## src/rtl/mmap_pkg.sv

```systemverilog
package mmap_pkg;

  localparam int unsigned NSEL = 6;
  localparam int unsigned NINT = 5;

  typedef enum logic [2:0] {
    SEL_DBG   = 3'd0,
    SEL_REG   = 3'd1,
    SEL_RAM   = 3'd2,
    SEL_EE    = 3'd3,
    SEL_FLASH = 3'd4,
    SEL_EXT   = 3'd5
  } sel_idx_e;

  typedef enum logic [1:0] {
    MODE_SINGLE = 2'd0,
    MODE_EXPAND = 2'd1,
    MODE_PERIPH = 2'd2,
    MODE_RSVD   = 2'd3
  } bus_mode_e;

endpackage

```

## src/rtl/mmap_window.sv

```systemverilog
// Address window match: hit when base <= addr < base + span.
module mmap_window #(
  parameter int unsigned ADDR_W = 16
) (
  input  logic [ADDR_W-1:0] addr,
  input  logic [ADDR_W-1:0] base,
  input  logic [ADDR_W:0]   span,
  output logic              hit
);
  logic [ADDR_W:0] diff;

  always_comb begin
    diff = {1'b0, addr} - {1'b0, base};
    hit  = !diff[ADDR_W] && (diff < span);
  end
endmodule

```

## src/rtl/mmap_reg_hole.sv

```systemverilog
// Register offsets that leave the internal map for the current bus mode.
module mmap_reg_hole
  import mmap_pkg::*;
#(
  parameter int unsigned OFF_W      = 10,
  parameter int unsigned EXP_CNT    = 4,
  parameter int unsigned PERIPH_CNT = 16,
  parameter int unsigned PE_OFF_A   = 8,
  parameter int unsigned PE_OFF_B   = 9
) (
  input  logic [OFF_W-1:0] off,
  input  bus_mode_e        mode,
  input  logic             pe_ext_en,
  output logic             hole
);
  logic low_exp, low_per, pe_hit;

  always_comb begin
    low_exp = off < OFF_W'(EXP_CNT);
    low_per = off < OFF_W'(PERIPH_CNT);
    pe_hit  = pe_ext_en && ((off == OFF_W'(PE_OFF_A)) || (off == OFF_W'(PE_OFF_B)));
    unique case (mode)
      MODE_EXPAND: hole = low_exp || pe_hit;
      MODE_PERIPH: hole = low_per;
      default:     hole = 1'b0;
    endcase
  end
endmodule

```

## src/rtl/mmap_prio.sv

```systemverilog
// Fixed-priority pick, index 0 highest.
module mmap_prio #(
  parameter int unsigned N = 5
) (
  input  logic [N-1:0] req,
  output logic [N-1:0] gnt,
  output logic         none
);
  logic [N:0] taken;

  assign taken[0] = 1'b0;

  for (genvar i = 0; i < N; i++) begin : g_rank
    assign gnt[i]     = req[i] & ~taken[i];
    assign taken[i+1] = taken[i] | req[i];
  end

  assign none = ~taken[N];
endmodule

```

## src/rtl/mmap_sel_decode.sv

```systemverilog
module mmap_sel_decode
  import mmap_pkg::*;
#(
  parameter int unsigned ADDR_W        = 16,
  parameter int unsigned ALIGN_LOG2    = 11,
  parameter int unsigned REG_SIZE_LOG2 = 10,
  parameter int unsigned EE_SIZE_LOG2  = 11,
  parameter int unsigned RAM_MIN_LOG2  = 10,
  parameter int unsigned DBG_LOG2      = 8,
  parameter int unsigned FLASH_LO      = 16'h4000,
  parameter int unsigned SZ_W          = 2,
  localparam int unsigned BASE_W       = ADDR_W - ALIGN_LOG2
) (
  input  logic              clk,
  input  logic              rst_n,
  input  logic [ADDR_W-1:0] addr,
  input  logic [1:0]        mode,
  input  logic              dbg_en,
  input  logic              pe_ext_en,
  input  logic [BASE_W-1:0] reg_base,
  input  logic [BASE_W-1:0] ram_base,
  input  logic [SZ_W-1:0]   ram_sz,
  input  logic [BASE_W-1:0] ee_base,
  output logic [NSEL-1:0]   sel,
  output logic              emu_cs,
  output logic              ext_cs
);
  localparam logic [ADDR_W:0]   ONE       = (ADDR_W+1)'(1);
  localparam logic [ADDR_W:0]   SPAN_ALL  = ONE << ADDR_W;
  localparam logic [ADDR_W:0]   DBG_SPAN  = ONE << DBG_LOG2;
  localparam logic [ADDR_W:0]   REG_SPAN  = ONE << REG_SIZE_LOG2;
  localparam logic [ADDR_W:0]   EE_SPAN   = ONE << EE_SIZE_LOG2;
  localparam logic [ADDR_W:0]   RAM_SPAN0 = ONE << RAM_MIN_LOG2;
  localparam logic [ADDR_W:0]   FL_LO_X   = (ADDR_W+1)'(FLASH_LO);
  localparam logic [ADDR_W:0]   FL_SPAN   = SPAN_ALL - FL_LO_X;
  localparam logic [ADDR_W-1:0] DBG_BASE  = ADDR_W'(SPAN_ALL - DBG_SPAN);
  localparam logic [ADDR_W-1:0] FL_BASE   = ADDR_W'(FLASH_LO);

  bus_mode_e         bmode;
  logic [ADDR_W-1:0] base_a [NINT];
  logic [ADDR_W:0]   span_a [NINT];
  logic [NINT-1:0]   hit, req, gnt;
  logic              none, hole;

  logic [NSEL-1:0]   sel_d, sel_q;
  logic              emu_d, emu_q, ext_d, ext_q;

  assign bmode = bus_mode_e'(mode);

  // Region table
  always_comb begin
    base_a[SEL_DBG]   = DBG_BASE;
    span_a[SEL_DBG]   = DBG_SPAN;
    base_a[SEL_REG]   = {reg_base, {ALIGN_LOG2{1'b0}}};
    span_a[SEL_REG]   = REG_SPAN;
    base_a[SEL_RAM]   = {ram_base, {ALIGN_LOG2{1'b0}}};
    span_a[SEL_RAM]   = RAM_SPAN0 << ram_sz;
    base_a[SEL_EE]    = {ee_base, {ALIGN_LOG2{1'b0}}};
    span_a[SEL_EE]    = EE_SPAN;
    base_a[SEL_FLASH] = FL_BASE;
    span_a[SEL_FLASH] = FL_SPAN;
  end

  for (genvar i = 0; i < NINT; i++) begin : g_win
    mmap_window #(.ADDR_W(ADDR_W)) u_win (
      .addr (addr),
      .base (base_a[i]),
      .span (span_a[i]),
      .hit  (hit[i])
    );
    if (i == int'(SEL_DBG)) begin : g_gate
      assign req[i] = hit[i] & dbg_en;
    end else begin : g_pass
      assign req[i] = hit[i];
    end
  end

  mmap_prio #(.N(NINT)) u_prio (
    .req  (req),
    .gnt  (gnt),
    .none (none)
  );

  // Register base is aligned above its size, so the offset is the low bits.
  mmap_reg_hole #(.OFF_W(REG_SIZE_LOG2)) u_hole (
    .off       (addr[REG_SIZE_LOG2-1:0]),
    .mode      (bmode),
    .pe_ext_en (pe_ext_en),
    .hole      (hole)
  );

  // Next-state
  always_comb begin
    emu_d = gnt[SEL_REG] & hole;
    ext_d = none & ((bmode == MODE_EXPAND) || (bmode == MODE_PERIPH));
    sel_d = '0;
    for (int i = 0; i < int'(NINT); i++) begin
      sel_d[i] = gnt[i];
    end
    sel_d[SEL_REG] = gnt[SEL_REG] & ~hole;
    sel_d[SEL_EXT] = emu_d | ext_d;
  end

  // Registers
  always_ff @(posedge clk or negedge rst_n) begin
    if (!rst_n) begin
      sel_q <= '0;
      emu_q <= 1'b0;
      ext_q <= 1'b0;
    end else begin
      sel_q <= sel_d;
      emu_q <= emu_d;
      ext_q <= ext_d;
    end
  end

  assign sel    = sel_q;
  assign emu_cs = emu_q;
  assign ext_cs = ext_q;

  // Checks
  p_onehot_r2: assert property (@(posedge clk) disable iff (!rst_n)
    $onehot0(sel_q));

  p_cs_split_r2: assert property (@(posedge clk) disable iff (!rst_n)
    (sel_q[SEL_EXT] == (emu_q | ext_q)) && !(emu_q && ext_q));

  p_dbg_top_r3: assert property (@(posedge clk) disable iff (!rst_n)
    (dbg_en && (&addr[ADDR_W-1:DBG_LOG2])) |=> sel_q[SEL_DBG]);

  p_reg_over_mem_r4: assert property (@(posedge clk) disable iff (!rst_n)
    ((mode == 2'd0) && !dbg_en && (addr[ADDR_W-1:ALIGN_LOG2] == reg_base)
     && (addr[ALIGN_LOG2-1:REG_SIZE_LOG2] == '0)) |=> sel_q[SEL_REG]);

  p_single_quiet_r8: assert property (@(posedge clk) disable iff (!rst_n)
    (mode == 2'd0) |=> (!sel_q[SEL_EXT] && !emu_q && !ext_q));

endmodule

```

## config.mk

```make
export PLATFORM = sky130hd
export DESIGN_NAME = mmap_sel_decode
export DESIGN_NICKNAME = d
export VERILOG_FILES = /design/src/rtl/mmap_pkg.sv /design/src/rtl/mmap_window.sv /design/src/rtl/mmap_reg_hole.sv /design/src/rtl/mmap_prio.sv /design/src/rtl/mmap_sel_decode.sv
export SDC_FILE = /design/constraint.sdc
export NUM_CORES = 1
export LEC_CHECK = 0
export ABC_AREA = 0
export BUFFER_PORTS_ARGS = -buffer_cell sky130_fd_sc_hd__buf_4
export CORE_UTILIZATION = 43
export CTS_CLUSTER_DIAMETER = 150
export DETAILED_ROUTE_END_ITERATION = 8
export GPL_ROUTABILITY_DRIVEN = 0
export PLACE_DENSITY = 0.81
export SETUP_SLACK_MARGIN = 0.5
export SLEW_MARGIN = 20
export SYNTH_ARGS = -nofsm -noshare
export SYNTH_HDL_FRONTEND = slang
export SYNTH_SLANG_ARGS = --single-unit
```

## constraint.sdc

```tcl
create_clock -name clk -period 0.8 [get_ports clk]
set_clock_uncertainty 0.05 [all_clocks]
set_input_delay 0.24 -clock clk [delete_from_list [all_inputs] [get_ports clk]]
set_output_delay 0.24 -clock clk [all_outputs]
set_load 0.02 [all_outputs]
```

# Word level (Yosys, flattened, before mapping)
# Cells that the tools add are included.
[word_totals]
register_bits = 8
input_bits = 39
out_inout_bits = 8
word_cells = 54
[op_classes]
addsub = 5
magnitude_cmp = 7
eq_ne = 4
shifts = 1
n_mux = 1
bitwise_logic = 19
n_reduce_logical = 14
[ops]
columns = ["op", "count"]
rows = [
  ["$sub A16 B16 Y17", 3],
  ["$eq A10 B4 Y1 const B", 2],
  ["$lt A17 B11 Y1 const B", 1],
  ["$lt A17 B12 Y1 const B", 1],
  ["$lt A17 B16 Y1 const B", 1],
  ["$lt A17 B17 Y1", 1],
  ["$lt A17 B9 Y1 const B", 1],
  ["$shl A11 B2 Y17 const A", 1],
  ["$sub A16 B15 Y17 const B", 1],
  ["$sub A16 B16 Y17 const B", 1],
  ["$lt A10 B3 Y1 const B", 1],
  ["$lt A10 B5 Y1 const B", 1],
  ["$and A1 B1 Y1", 8],
  ["$logic_and A1 B1 Y1", 6],
  ["$not A1 Y1", 6],
  ["$logic_not A1 Y1", 5],
  ["$or A1 B1 Y1", 5],
  ["$logic_or A1 B1 Y1", 3],
  ["$eq A2 B1 Y1 const B", 1],
  ["$eq A2 B2 Y1 const B", 1],
  ["$pmux W1 S2", 1],
]

# Logic depth before layout (Yosys ltp)
[depth]
word_depth = 11
ltp_mapped = 10
depth_no_buf = 10

# Modules after synthesis
# A second synthesis with hierarchy kept.
[hier_totals]
hier_cells = 946
hier_area_um2 = 6860.3
[modules_own_cells]
columns = ["mod", "n_inst", "cells_each", "area_each_um2", "seq_area_each_um2"]
rows = [
  ["mmap_window (g_win[2].u_win ...)", 3, 189, 1303.8, 0.0],
  ["mmap_window (g_win[0].u_win)", 1, 174, 1310.0, 0.0],
  ["mmap_window (g_win[1].u_win)", 1, 168, 1234.9, 0.0],
  ["mmap_sel_decode", 1, 20, 271.5, 200.2],
  ["mmap_reg_hole", 1, 10, 77.6, 0.0],
  ["mmap_prio", 1, 7, 55.1, 0.0],
]

# Worst setup path before layout
# No wires, ideal clock.
[synth_timing]
path_kind = "input port to flip-flop"
start = "input port addr[11]"
end = "register sel_q[5] (netlist: sel[5])"
setup_ns = 0.104
t_arrival_ns = 1.986
t_required_ns = 0.646
path_slack_ns = -1.339
stages = 10
n_path_buf = 0
cell_sequence = "inv_1 > ha_1 > inv_1 > fa_1 > xor2_1 > ha_1 > o21ai_0 > a21oi_1 > nor4b_4 > o41ai_2"
[synth_via]
elab_chain_len = 11
elab_cells_between_ends = 31
cone_classes = "add/sub (5); order compare (5); bitwise (11); reduce/logical (10)"
[synth_lines]
columns = ["element", "line", "text"]
rows = [
  ["start: declaration", "mmap_sel_decode.sv:16", "input logic [ADDR_W-1:0] addr,"],
  ["$sub A16 B16 Y17", "mmap_window.sv:13", "diff = {1'b0, addr} - {1'b0, base};"],
  ["$lt A17 B9 Y1 / $logic_not A1 Y1 (equally long branches)", "mmap_window.sv:14", "hit = !diff[ADDR_W] && (diff < span);"],
  ["$logic_and A1 B1 Y1", "mmap_window.sv:14", ""],
  ["$and A1 B1 Y1", "mmap_sel_decode.sv:72", "assign req[i] = hit[i] & dbg_en;"],
  ["$or A1 B1 Y1 (4 in a row)", "mmap_prio.sv:15", "assign taken[i+1] = taken[i] | req[i];"],
  ["$not A1 Y1", "mmap_prio.sv:18", "assign none = ~taken[N];"],
  ["$and A1 B1 Y1", "mmap_sel_decode.sv:95", "ext_d = none & ((bmode == MODE_EXPAND) || (bmode == MODE_PERIPH));"],
  ["$or A1 B1 Y1 (*)", "mmap_sel_decode.sv:101", "sel_d[SEL_EXT] = emu_d | ext_d;"],
  ["net sel_d[5]", "mmap_sel_decode.sv:45", "logic [NSEL-1:0] sel_d, sel_q;"],
  ["end signal: assignment", "mmap_sel_decode.sv:111", "sel_q <= sel_d;"],
  ["end: declaration", "mmap_sel_decode.sv:45", ""],
]
# The timed path passes the listed nets; every way through them passes the cells marked *.

# Worst setup path in the final report
[layout_timing]
start = "input port addr[11]"
end = "register sel_q[2] (netlist: sel[2])"
[layout_via]
elab_chain_len = 7
elab_cells_between_ends = 16
cone_classes = "add/sub (3); order compare (3); bitwise (4); reduce/logical (6)"
[layout_lines]
columns = ["element", "line", "text"]
rows = [
  ["$sub A16 B16 Y17", "mmap_window.sv:13", ""],
  ["$lt A17 B9 Y1 / $logic_not A1 Y1 (equally long branches)", "mmap_window.sv:14", ""],
  ["$logic_and A1 B1 Y1", "mmap_window.sv:14", ""],
  ["$and A1 B1 Y1", "mmap_sel_decode.sv:72", ""],
  ["$or A1 B1 Y1", "mmap_prio.sv:15", ""],
  ["$not A1 Y1", "mmap_prio.sv:14", "assign gnt[i] = req[i] & ~taken[i];"],
  ["$and A1 B1 Y1 (*)", "mmap_prio.sv:14", ""],
  ["net gnt[2]", "mmap_sel_decode.sv:42", "logic [NINT-1:0] hit, req, gnt;"],
]
# Marked as above.

==> run metrics <==
RSZ-0062 raised after global routing yes; # rows 17; vias post-DR 1154; top cells by area, synth ha_1, dfrtp_1, inv_1; H-tree Lvls 1; MaxCap Viol Count 0; Max Root-Sink Buffers 2; fin crit share 246.5%; area share of the largest cell type after synthesis 27.00%; Crit path largest cell delay 0.36 ns; post-route ant nets 0; first-pass GRT wire length 5444 um; Rel. slew slack 75.00%; total negative slack -10.13 ns; final net count 258; Starting Density 46.84%; grt total ovfl 0; hold_ws -0.2673 ns; CTS tree done; worst setup margin -1.172 ns; Netlist cell types 37; area leader, netlist ha_1; Max Slew Vio Count 0; largest net degree at the start of global routing 9; Crit-path slowest cell fa_2; initial DRC count 8; Max Clk Rate 0.5071 GHz; initial antenna violation count 0; hpwl dp 2414 um; Synth Flop Type dfrtp_1; synth warn 0; Worst EP arrival 2.12 ns; layout cells sized above 1 59.16%; Power Density 930.4 nW/um^2; worst vdd ir 616.1 uV; Crit Path Class in2reg; Max FO, Critical Path 5; I/O Pins 47; Reg clk slew, reported paths 0.06 ns; die width 51.79 um; Post-Syn Instances 115; #FFs+latches synth 8; sequential fraction of the synthesis area 18.78%; Layout Area Growth over Synthesis 79.70%; Critical Path Sink Type register; core footprint 2276 um^2; Vias/cell 5.269; Mapped Area 1066 um^2; Sink Count 8; die height 51.79 um; startpoint types primary input; status finished with violations; CP cell instances buf_12 -> inv_12 -> ha_4 -> inv_2 -> fa_2 -> xor2_1 -> ha_1 -> o21ai_2 -> a21oi_2 -> nor4b_4 -> and3_4; final WL 3358 um; wire per inst 15.33 um; Static Leak 0.9829 nW; Fin. Hold Viols 8; worst slew pin tran 0.3733 ns; GRT Util Overall 28.33%; Avg Cell Area, Syn 9.270 um^2; Finish-stage setup viols 16; Pre-Repair DR Iteration Count 4; Post-synth EDFFs 0; DRC 0; Port Buffers 45; ant diodes 0; most common library cells after synthesis ha_1, inv_1, dfrtp_1; worst min-delay path category in2async; Setup WS pre-CTS -1.551 ns; Post-Syn Nets 180; Final Critical Period 1.972 ns; asr flop ratio synth 100.0%; die area 2682 um^2; total CTS buffers 3; filler instances 121; failing checks negative hold slack, negative setup slack; vias in the first global route 1274; CP required 0.95 ns; root buffer cell clkbuf_4
[placed cells by master, fill, tap and decap left out, types with 4 or more instances in the layout]
cell type / count
inv_1: 16
ha_1: 15
buf_4: 57
buf_6: 14
ha_4: 8
nand2b_1: 4
dfrtp_1: 8
[what timing repair did]
| item | CTS | global route |
|---|---|---|
| buffers inserted | 3 | 2 |
| endpoints found under the hold margin | 8 | 8 |
| setup endpoints to repair | 16 | 16 |
| pin swaps | 13 | 2 |
| gates resized for setup | 23 | 4 |
[metal layers]
layer	share of wire [%]	wire length, um	track usage, %	vias up
li1	-	-	-	555
met1	36	1216	27.73	535
met2	55	1848	56.06	49
met3	4.3	146	2.924	15
met4	4.4	147	16.67	0
met5	0	0	0	-
[sequential cells by signal (all words and copies together) (netlist names)]
register and flops:
emu_cs 1, ext_cs 1, sel 6
[area by class of cell]
cell class                 count  area [um^2]  share of cell area (%)
multi-input combinational     84        930.9                   48.60
timing repair buffer          73        620.6                   32.40
sequential                     8        200.2                   10.45
inverter                      23        106.4                   5.552
tap                           28        35.03                   1.829
clock buffer                   3        22.52                   1.176
[how the worst max path moves through the flow]
stage / slack [ns] / startpoint / end / cells after the start
2_1_floorplan: -1.28 / addr[11] / sel[2]$_DFF_PN0_ / 9
4_1_cts: -1.14 / addr[11] / sel[2]$_DFF_PN0_ / 11
3_5_place_dp: -1.55 / addr[11] / sel[2]$_DFF_PN0_ / 11
3_3_place_gp: -1.48 / addr[11] / sel[2]$_DFF_PN0_ / 10
6_report: -1.17 / addr[11] / sel[2]$_DFF_PN0_ / 11
5_1_grt: -1.24 / addr[11] / sel[2]$_DFF_PN0_ / 11
[logic make-up (layout without fill, tap and decap cells)]
| group | count (synthesis) | count (layout) | share of synthesized area, % |
|---|---|---|---|
| adders and majority gates | 26 | 26 | 32.63 |
| buffers and inverters | 23 | 99 | 8.098 |
| xor gates and xnor gates | 5 | 5 | 4.109 |
| AOI/OAI and AO/OA | 19 | 19 | 13.97 |
| and+or+nand+nor | 34 | 34 | 22.42 |
| DFF | 8 | 8 | 18.78 |
[power by group]
group	switching (W)	internal (W)	total (W)
logic	0.000463	0.000563	0.00103
registers	0.0000113	0.000427	0.000438
clock network	0.000146	0.000172	0.000318
total	0.000620	0.00116	0.00178
[stage by stage]
| step | power, W | hold slack, ns | cell area [um^2] | std cells | utilization, % |
|---|---|---|---|---|---|
| 2_1_floorplan | 0.0009192 | -0.1056 | 1201 | 115 | - |
| 3_3_place_gp | 0.001291 | 0.005568 | 1747 | 211 | 76.75 |
| 3_5_place_dp | 0.001342 | 0.01113 | 1747 | 211 | 76.75 |
| 4_1_cts | 0.001723 | -0.2618 | 1887 | 217 | 82.90 |
| 5_1_grt | 0.001899 | -0.2661 | 1916 | 219 | 84.17 |
| 6_report | 0.001782 | -0.2673 | 1916 | 219 | 84.17 |
[worst max-delay path: cells and delay by family]
| family | cells | cell delay, ns |
|---|---|---|
| fa+ha+maj | 3 | 0.79 |
| simple gates | 2 | 0.59 |
| buf+inv | 3 | 0.18 |
| xor+xnor | 1 | 0.18 |
| compound gates | 2 | 0.13 |
Power figures use the tool's default switching activity.
